===== src/rtl/copy_pkg.sv =====
package copy_pkg;

    typedef enum logic [1:0] {
        CP_IDLE = 2'd0,
        CP_RD   = 2'd1,
        CP_WR   = 2'd2
    } cp_state_e;

    typedef struct packed {
        logic down;
        logic hold;
    } step_cfg_t;

    localparam int NUM_CH = 2;
    localparam int CH_SRC = 0;
    localparam int CH_DST = 1;

endpackage


===== src/rtl/copy_addr_ctr.sv =====
module copy_addr_ctr
    import copy_pkg::*;
#(
    parameter int AW = 16
) (
    input  logic          clk,
    input  logic          rst,
    input  logic          load,
    input  logic [AW-1:0] load_val,
    input  step_cfg_t     load_cfg,
    input  logic          step,
    output logic [AW-1:0] addr
);
    localparam logic [AW-1:0] ONE = {{(AW-1){1'b0}}, 1'b1};

    logic [AW-1:0] addr_q;
    step_cfg_t     cfg_q;

    always_ff @(posedge clk) begin
        if (rst) begin
            addr_q <= '0;
            cfg_q  <= '0;
        end else if (load) begin
            addr_q <= load_val;
            cfg_q  <= load_cfg;
        end else if (step && !cfg_q.hold) begin
            addr_q <= cfg_q.down ? addr_q - ONE : addr_q + ONE;
        end
    end

    assign addr = addr_q;

    // a frozen counter keeps its value across a step
    p_hold_fixed_r5: assert property (@(posedge clk) disable iff (rst)
        (step && !load && cfg_q.hold) |=> $stable(addr_q));

    // a free counter moves on every step
    p_step_moves_r4: assert property (@(posedge clk) disable iff (rst)
        (step && !load && !cfg_q.hold) |=> (addr_q != $past(addr_q)));

    // no movement without load or step
    p_quiet_r4: assert property (@(posedge clk) disable iff (rst)
        (!step && !load) |=> $stable(addr_q));

endmodule


===== src/rtl/copy_ctrl.sv =====
module copy_ctrl
    import copy_pkg::*;
#(
    parameter int CW = 16
) (
    input  logic          clk,
    input  logic          rst,
    input  logic          start,
    input  logic [CW-1:0] xfer_len,
    input  logic          stop,
    output logic          rd,
    output logic          wr,
    output logic          load,
    output logic          step,
    output logic          done
);
    localparam logic [CW-1:0] ONE = {{(CW-1){1'b0}}, 1'b1};

    cp_state_e     state_q;
    logic [CW-1:0] cnt_q;
    logic          stop_q;
    logic          done_q;
    logic          last_byte;

    assign last_byte = (cnt_q == ONE) || stop_q || stop;

    always_ff @(posedge clk) begin
        if (rst) begin
            state_q <= CP_IDLE;
            cnt_q   <= '0;
            stop_q  <= 1'b0;
            done_q  <= 1'b0;
        end else begin
            done_q <= 1'b0;
            case (state_q)
                CP_IDLE: begin
                    stop_q <= 1'b0;
                    if (start) begin
                        if (xfer_len == '0) begin
                            done_q <= 1'b1;
                        end else begin
                            cnt_q   <= xfer_len;
                            state_q <= CP_RD;
                        end
                    end
                end
                CP_RD: begin
                    if (stop) stop_q <= 1'b1;
                    state_q <= CP_WR;
                end
                CP_WR: begin
                    cnt_q <= cnt_q - ONE;
                    if (last_byte) begin
                        state_q <= CP_IDLE;
                        done_q  <= 1'b1;
                    end else begin
                        state_q <= CP_RD;
                    end
                end
                default: state_q <= CP_IDLE;
            endcase
        end
    end

    assign rd   = (state_q == CP_RD);
    assign wr   = (state_q == CP_WR);
    assign load = (state_q == CP_IDLE) && start;
    assign step = (state_q == CP_WR);
    assign done = done_q;

    // strobes never overlap
    p_strobe_excl_r3: assert property (@(posedge clk) disable iff (rst)
        !(rd && wr));

    // a read cycle is always followed by a write cycle
    p_rd_then_wr_r3: assert property (@(posedge clk) disable iff (rst)
        rd |=> wr);

    // done is a single-cycle pulse
    p_done_pulse_r6: assert property (@(posedge clk) disable iff (rst)
        done |=> !done);

    // byte counter never exhausted while a copy is live
    p_cnt_live_r6: assert property (@(posedge clk) disable iff (rst)
        (state_q != CP_IDLE) |-> (cnt_q != '0));

    // done never coincides with a memory cycle
    p_done_quiet_r7: assert property (@(posedge clk) disable iff (rst)
        done |-> (!rd && !wr));

endmodule


===== src/rtl/copy_engine.sv =====
module copy_engine
    import copy_pkg::*;
#(
    parameter int AW = 16,
    parameter int CW = 16,
    parameter int DW = 8
) (
    input  logic          clk,
    input  logic          rst,
    input  logic          start,
    input  logic [AW-1:0] src_base,
    input  logic [AW-1:0] dst_base,
    input  logic [CW-1:0] xfer_len,
    input  logic          src_down,
    input  logic          dst_down,
    input  logic          src_fixed,
    input  logic          stop,
    output logic [AW-1:0] mem_addr,
    output logic          mem_rd,
    output logic          mem_wr,
    output logic [DW-1:0] mem_wdata,
    input  logic [DW-1:0] mem_rdata,
    output logic          done
);
    logic          rd, wr, load, step;
    logic [AW-1:0] base_v [NUM_CH];
    step_cfg_t     cfg_v  [NUM_CH];
    logic [AW-1:0] addr_v [NUM_CH];
    logic [DW-1:0] hold_q;

    assign base_v[CH_SRC] = src_base;
    assign base_v[CH_DST] = dst_base;
    assign cfg_v[CH_SRC]  = '{down: src_down, hold: src_fixed};
    assign cfg_v[CH_DST]  = '{down: dst_down, hold: 1'b0};

    copy_ctrl #(.CW(CW)) ctrl_i (
        .clk      (clk),
        .rst      (rst),
        .start    (start),
        .xfer_len (xfer_len),
        .stop     (stop),
        .rd       (rd),
        .wr       (wr),
        .load     (load),
        .step     (step),
        .done     (done)
    );

    for (genvar ch = 0; ch < NUM_CH; ch++) begin : g_chan
        copy_addr_ctr #(.AW(AW)) ctr_i (
            .clk      (clk),
            .rst      (rst),
            .load     (load),
            .load_val (base_v[ch]),
            .load_cfg (cfg_v[ch]),
            .step     (step),
            .addr     (addr_v[ch])
        );
    end

    always_ff @(posedge clk) begin
        if (rst)     hold_q <= '0;
        else if (rd) hold_q <= mem_rdata;
    end

    assign mem_addr  = wr ? addr_v[CH_DST] : addr_v[CH_SRC];
    assign mem_rd    = rd;
    assign mem_wr    = wr;
    assign mem_wdata = hold_q;

    // the write data is the byte captured in the preceding read
    p_wdata_src_r2: assert property (@(posedge clk) disable iff (rst)
        mem_rd |=> (mem_wdata == $past(mem_rdata)));

endmodule


===== config.mk =====
export PLATFORM = sky130hd
export DESIGN_NAME = copy_engine
export DESIGN_NICKNAME = d
export VERILOG_FILES = /design/src/rtl/copy_pkg.sv /design/src/rtl/copy_addr_ctr.sv /design/src/rtl/copy_ctrl.sv /design/src/rtl/copy_engine.sv
export SDC_FILE = /design/constraint.sdc
export NUM_CORES = 1
export LEC_CHECK = 0
export ABC_CLOCK_PERIOD_IN_PS = 4250
export BUFFER_PORTS_ARGS = -buffer_cell sky130_fd_sc_hd__buf_2
export CORE_AREA = 2 2 109 111
export CTS_CLUSTER_SIZE = 20
export DETAILED_ROUTE_END_ITERATION = 16
export DIE_AREA = 0 0 111 113
export GPL_TIMING_DRIVEN = 0
export HOLD_SLACK_MARGIN = 0.02
export PLACE_DENSITY = 0.57
export SLEW_MARGIN = 20
export SYNTH_ARGS = -nofsm -noshare
export SYNTH_HDL_FRONTEND = slang
export SYNTH_SLANG_ARGS = --single-unit

===== constraint.sdc =====
create_clock -name clk -period 4.25 [get_ports clk]
set_input_delay 0.425 -clock clk [delete_from_list [all_inputs] [get_ports clk]]
set_output_delay 0.425 -clock clk [all_outputs]
set_load 0.02 [all_outputs]

==> results.yml, run 1 <==
routing:
  drt-vias-per-instance: 5.73
  dr.pass1.iters: 5
  vias: 4884
  drtIter0Drc: 266
  antenna_left: 0
  wl_per_cell_um: 17.6
  wl_um: 15000
  drc_errors: 0
pwr:
  power.density_nw_per_um2: 378
  ir_drop_mv: 0.153
  p_leak_nw: 2.32
clocking:
  path_clk_slew_ns: 0.06
  cts_sinks: 63
  htree_num_levels: 3
  cts_inserted_buffers: 9
  cts-root-buf: "clkbuf_16"
  clk_latency_ns: 0.34
  hold_buffers: 0
  cts_resized: 0
  cts_setup_buffers: 0
  cts_tree: "yes"
  clk_path_buf_depth: 2
synth:
  synth_top_family_by_area: "compound AO/OA/AOI/OAI gates"
  yosys.area_share.xor_xnor_pct: 3.56
  muxShareOfSynthArea_pct: 0.678
  synth-simple-area-share_pct: 24.9
  synth_nets: 700
  netlist_area_um2: 4430
  synth_top_area_cell: "dfxtp_1"
  yosys_warnings: 0
  synth-compound-area-share_pct: 29.1
  synthFlopType: "dfxtp_1"
  synth_adder_area_share_pct: 9.38
  yosys_register_bits: 63
  synth_cell_types: 56
  syn_area_per_cell_um2: 7.32
  synth_edf_count: 0
  async_reset_ff_share_pct: 0
  synth_area_leaders: "dfxtp_1, nand2_1, ha_1"
  seq_area_frac_synth_pct: 28.5
  synth_top_area_share_pct: 28.5
  synthCells: 605
sta:
  tightest_slew_ns: 1.18
  rsz0062_at_grt: "no"
  hold_slack_ns: 0.323
  finalSetupTns_ns: 0
  final-max-slew-violation-count: 0
  finalHoldViolations: 0
  min_period_ns: 3.26
  setup_violations: 0
  relSlewSlack_pct: 21.2
  skew_ns: 0.00447
  finalCritPeriodShare_pct: 76.8
  clock.fmax_ghz: 0.306
grt:
  antenna_found_initial: 0
  grt_max_degree: 20
  grt_pass1_vias: 4648
  overflow: 0
  grt_first_pass_wirelength_um: 23700
  grt_usage_pct: 23.7
setup_path:
  cp.required_ns: 3.83
  critPathBufInv: 6
  arrival_ns: 2.84
  path_cells: "inv_1 > nand2_1 > inv_1 > clkbuf_1 > clkbuf_1 > buf_1 > nand2_1 > nand2_1 > buf_2"
  reg2reg_depth: 8
  crit_type: "flop to primary output"
  cpMaxStageDelayCell: "clkbuf_1"
  path_max_fanout: 10
  startpoint_type: "flop"
  slowest_delay_ns: 0.57
  worst_path_most_repeated_cell: "nand2_1"
  cp.depth: 9
  worstSetupEndpointType: "primary output"
  critPathTopFamily: "buffers and inverters"
die:
  fp-row-count: 39
  coreArea_um2: 11300
  die-height_um: 113
  io_pins: 90
  dieArea_um2: 12500
  initial_core_util_pct: 39.3
  die_w_um: 111
run_status:
  status: "finished, final reports clean"
placement:
  dp_hpwl_um: 11100
  gp_congestion: 0.912
  port_buffers: 88
cells_and_area:
  diodes: 0
  syn_to_final_growth_pct: 21.3
  drive_above_1_share_pct: 16.5
  num-nets-final: 799
  fillers: 1172
min_path:
  hp-class: "primary input to flop"
  min_delay_path_depth: 3
run:
  drv_cap: 0
[area by class of cell]
type	instances	area (µm²)	share of cell area (%)
Sequential cell	63	1260	23.5
Clock buffer	11	243	4.52
Buffer	32	121	2.26
Timing Repair Buffer	88	440	8.20
Tap cell	143	179	3.33
Clock inverter	5	81.3	1.51
Inverter	14	52.6	0.978
Multi-Input combinational cell	496	3000	55.7
[synth_stat cells (2+ instances only)]
master / number
and2_1: 2
dfxtp_1: 63
a21o_1: 10
nor4_1: 8
o211ai_1: 11
a311o_1: 3
inv_1: 12
and4_1: 3
or3_1: 3
a311oi_1: 3
ha_1: 30
mux2i_1: 3
o22ai_1: 4
or2_2: 6
o221ai_1: 8
o311ai_0: 5
nand3_1: 15
clkbuf_1: 28
nand4_1: 3
xor2_1: 2
and3_1: 6
xnor2_1: 16
nor3_1: 25
a211oi_1: 13
fa_1: 2
buf_1: 3
o41ai_1: 2
o21ai_0: 31
nand2b_1: 2
or3_4: 2
o21a_1: 6
a21oi_1: 73
nor2_1: 39
nor3b_1: 4
o21bai_1: 4
o31a_1: 2
o2111ai_1: 2
clkinv_1: 2
a31oi_1: 14
nand2_1: 119
[flip-flops by register name, summed over array words and instances (netlist names)]
name and cells:
g_chan.ctr_i.addr 32, ctrl_i.cnt_q 16, ctrl_i.state_q 2, mem_wdata 8, ctrl_i.done 1, ctrl_i.stop_q 1, g_chan.ctr_i.cfg_q 3
[metrics by stage]
| stage | util (%) | instance area (µm²) | setup WS (ns) | instances | power (W) |
|---|---|---|---|---|---|
| 2_1_floorplan | - | 4430 | 1.95 | 605 | 0.00105 |
| 6_report | 47.7 | 5370 | 0.986 | 852 | 0.00203 |
| 3_5_place_dp | 44.8 | 5050 | 1.11 | 836 | 0.00121 |
| 4_1_cts | 47.7 | 5370 | 0.981 | 852 | 0.00203 |
| 5_1_grt | 47.7 | 5370 | 0.823 | 852 | 0.00212 |
| 3_3_place_gp | 44.8 | 5050 | 1.11 | 836 | 0.00120 |
[metal layers]
layer / track usage [%] / wire length [µm] / up-vias
met4: 8.67 / 367 / 0
met1: 31.0 / 6630 / 2270
met2: 39.6 / 7020 / 154
met5: 0 / 0 / -
li1: - / - / 2437
met3: 3.91 / 953 / 23
[worst min-delay path: cells and delay by family]
kind,cells,cell delay (ns)
buf+inv,1,0.09
compound gates,1,0.05
simple gates,1,0.04
[cells in the final DEF, fill, tap and decap left out, types with 3 or more instances in the layout]
master,n
or2_2,6
o21bai_1,4
nor3b_1,4
and4_1,3
nand2_1,119
o221ai_1,8
ha_1,30
a21oi_1,73
or3_1,3
clkbuf_16,9
a21o_1,10
a311oi_1,3
buf_1,3
clkbuf_1,29
mux2i_1,3
a211oi_1,13
o22ai_1,4
buf_2,88
and3_1,6
o311ai_0,5
nand4_1,3
nand3_1,15
nor3_1,25
o211ai_1,11
xnor2_1,16
a31oi_1,14
nor4_1,8
dfxtp_1,63
inv_1,12
a311o_1,3
nor2_1,39
o21a_1,6
o21ai_0,31
[final timing paths]
kind,start,to,slack (ns)
hold / removal,mem_rdata[3],mem_wdata[3]$_SDFFE_PP0P_,0.32
setup reg to reg,ctrl_i.state_q[1]$_SDFFE_PP0P_,g_chan[1].ctr_i.addr[14]$_SDFFE_PP0P_,1.09
hold reg to reg,mem_wdata[3]$_SDFFE_PP0P_,mem_wdata[3]$_SDFFE_PP0P_,0.45
setup / recovery,ctrl_i.state_q[0]$_SDFFE_PP0P_,mem_addr[7],0.99
[power breakdown]
part | total, W | internal [W] | switching (W)
registers | 0.000696 | 0.000641 | 0.0000550
clock network | 0.000822 | 0.000530 | 0.000293
logic | 0.000511 | 0.000196 | 0.000314
total | 0.00203 | 0.00137 | 0.000662
[logic make-up after synthesis]
group | after synthesis
AND/OR/NAND/NOR | 240
AO/OA/AOI/OAI | 203
flip-flops | 63
buffers and inverters | 46
adder cells (fa/ha/maj) | 32
XOR/XNOR | 18
multiplexers | 3
(Power assumes the default switching activity.)
==> run 2: changes to the inputs <==
--- a/config.mk
+++ b/config.mk
@@ -5,7 +5,7 @@
 export SDC_FILE = /design/constraint.sdc
 export NUM_CORES = 1
 export LEC_CHECK = 0
-export ABC_CLOCK_PERIOD_IN_PS = 4250
+export ABC_CLOCK_PERIOD_IN_PS = 3300
 export BUFFER_PORTS_ARGS = -buffer_cell sky130_fd_sc_hd__buf_2
 export CORE_AREA = 2 2 109 111
 export CTS_CLUSTER_SIZE = 20
==> constraint.sdc (replaced) <==
create_clock -name clk -period 3.3 [get_ports clk]
set_input_delay 0.33 -clock clk [delete_from_list [all_inputs] [get_ports clk]]
set_output_delay 0.33 -clock clk [all_outputs]
set_load 0.02 [all_outputs]
==> run 2 against run 1 <==
Net effect:
- first-iteration DRC count fell by 2.3%
- combinational power grew 29%
- final cell count did not move
- clock power up 29%
- non-clock buffer count did not move
- sequential power grew 29%
- flip-flop and latch count did not move
==> results.yml, run 2 (synthesis results as in run 1) <==
grt:
  grt_pass1_vias: 4648
  overflow: 0
  grt_max_degree: 20
  antenna_found_initial: 0
  grt_usage_pct: 23.7
  grt_first_pass_wirelength_um: 23700
clocking:
  cts_sinks: 63
  cts_inserted_buffers: 9
  clk_latency_ns: 0.34
  clk_path_buf_depth: 2
  path_clk_slew_ns: 0.06
  cts_tree: "yes"
  htree_num_levels: 3
  cts-root-buf: "clkbuf_16"
pwr:
  power.density_nw_per_um2: 487
  p_leak_nw: 2.32
  ir_drop_mv: 0.198
min_path:
  hp-class: "primary input to flop"
  min_delay_path_depth: 3
  worstHoldStart: "mem_rdata[3]"
  hold_end: "mem_wdata[3]$_SDFFE_PP0P_"
cells_and_area:
  syn_to_final_growth_pct: 21.3
  final_common_cell: "nand2_1"
  multi_input_area_um2: 3000
  largest_reg_flops: 32
  diodes: 0
  num-nets-final: 799
  drive_above_1_share_pct: 16.8
  fillers: 1173
  final_cell_mix: "nand2_1, buf_2, a21oi_1"
  regArea_um2: 1260
setup_path:
  arrival_ns: 3.24
  r2r-start: "ctrl_i.state_q[1]$_SDFFE_PP0P_"
  cpMaxStageDelayCell: "nor3b_1"
  r2r_setup_slack_ns: 0.32
  path_cells: "clkbuf_1 > nor3b_1 > clkbuf_1 > buf_1 > nand2_1 > a21oi_1"
  slowest_delay_ns: 1.00
  path_max_fanout: 10
  cp.required_ns: 3.56
  reg2reg_to: "g_chan[0].ctr_i.cfg_q[1]$_SDFFE_PP0P_"
  worst_path_most_repeated_cell: "clkbuf_1"
  reg2reg_depth: 6
  worstSetupEndpointType: "flop"
  startpoint_type: "flop"
  crit_type: "flop to flop"
routing:
  drtIter0Drc: 260
  drt-vias-per-instance: 5.77
  drc_errors: 0
  wl_um: 15000
  vias: 4919
  wl_per_cell_um: 17.6
  antenna_left: 0
  dr.pass1.iters: 5
die:
  io_pins: 90
  dieArea_um2: 12500
  die-height_um: 113
  fp-row-count: 39
  die_w_um: 111
  coreArea_um2: 11300
  initial_core_util_pct: 39.3
sta:
  finalSetupTns_ns: 0
  rsz0062_at_grt: "no"
  hold_slack_ns: 0.230
  min_period_ns: 2.98
  finalCritPeriodShare_pct: 90.3
  final-max-slew-violation-count: 0
  skew_ns: 0.00708
  finalHoldViolations: 0
  clock.fmax_ghz: 0.336
  relSlewSlack_pct: 22.3
  tightest_slew_ns: 1.16
  setup_violations: 0
placement:
  dp_hpwl_um: 11100
  gp_congestion: 0.912
  port_buffers: 88
run:
  drv_cap: 0
run_status:
  status: "finished, final reports clean"
## run 2: worst max-delay path by stage
stage / end / cells past startpoint / from
floorplan: g_chan[1].ctr_i.addr[10]$_SDFFE_PP0P_ / 7 / g_chan[1].ctr_i.cfg_q[1]$_SDFFE_PP0P_
global placement: g_chan[1].ctr_i.addr[14]$_SDFFE_PP0P_ / 8 / ctrl_i.state_q[1]$_SDFFE_PP0P_
detailed placement: g_chan[1].ctr_i.addr[14]$_SDFFE_PP0P_ / 8 / ctrl_i.state_q[1]$_SDFFE_PP0P_
CTS: mem_addr[14] / 9 / ctrl_i.state_q[0]$_SDFFE_PP0P_
global route: mem_addr[8] / 9 / ctrl_i.state_q[0]$_SDFFE_PP0P_
finish: g_chan[0].ctr_i.cfg_q[1]$_SDFFE_PP0P_ / 6 / ctrl_i.state_q[1]$_SDFFE_PP0P_
## run 2: where the power goes
part	switching (W)	internal (W)	leakage (nW)
clock	0.000381	0.000683	0.156
combinational	0.000404	0.000253	1.65
sequential	0.0000709	0.000825	0.518
## run 2: final cells by class
class,count,area share [%]
multi-input combinational,496,55.7
buffer,32,2.30
clock inverter,5,1.51
tap,143,3.33
clock buffer,11,4.51
sequential,63,23.5
timing repair buffer,88,8.19
inverter,14,0.977
## run 2: worst max-delay path, delay by kind of cell, from the launching register on
kind / cells / cell delay [ns]
flip-flops: 1 / 0.31
buffers and inverters: 3 / 1.26
AO/OA/AOI/OAI: 1 / 0.17
AND/OR/NAND/NOR: 2 / 1.16
## run 2: what timing repair did
action / in CTS / in global routing
hold buffers: 0 / 0
buffers inserted: 0 / 0
resized for setup: 0 / 3
endpoints found under the setup margin: 0 / 8
## run 2: stage by stage
stage | util [%] | std cells | instance area (µm²) | setup WS, ns | power, W
2_1_floorplan | - | 605 | 4430 | 1.00 | 0.00135
3_3_place_gp | 44.8 | 836 | 5050 | 0.221 | 0.00155
3_5_place_dp | 44.8 | 836 | 5050 | 0.233 | 0.00156
4_1_cts | 47.7 | 852 | 5370 | 0.126 | 0.00261
5_1_grt | 47.7 | 852 | 5380 | 0.170 | 0.00273
6_report | 47.7 | 852 | 5380 | 0.321 | 0.00262
## run 2: layer usage
metal | share of wire [%] | GRT usage, %
met5 | 0 | 0
met4 | 2.3 | 8.67
met3 | 7.1 | 3.91
met2 | 47 | 39.6
met1 | 43 | 31.0
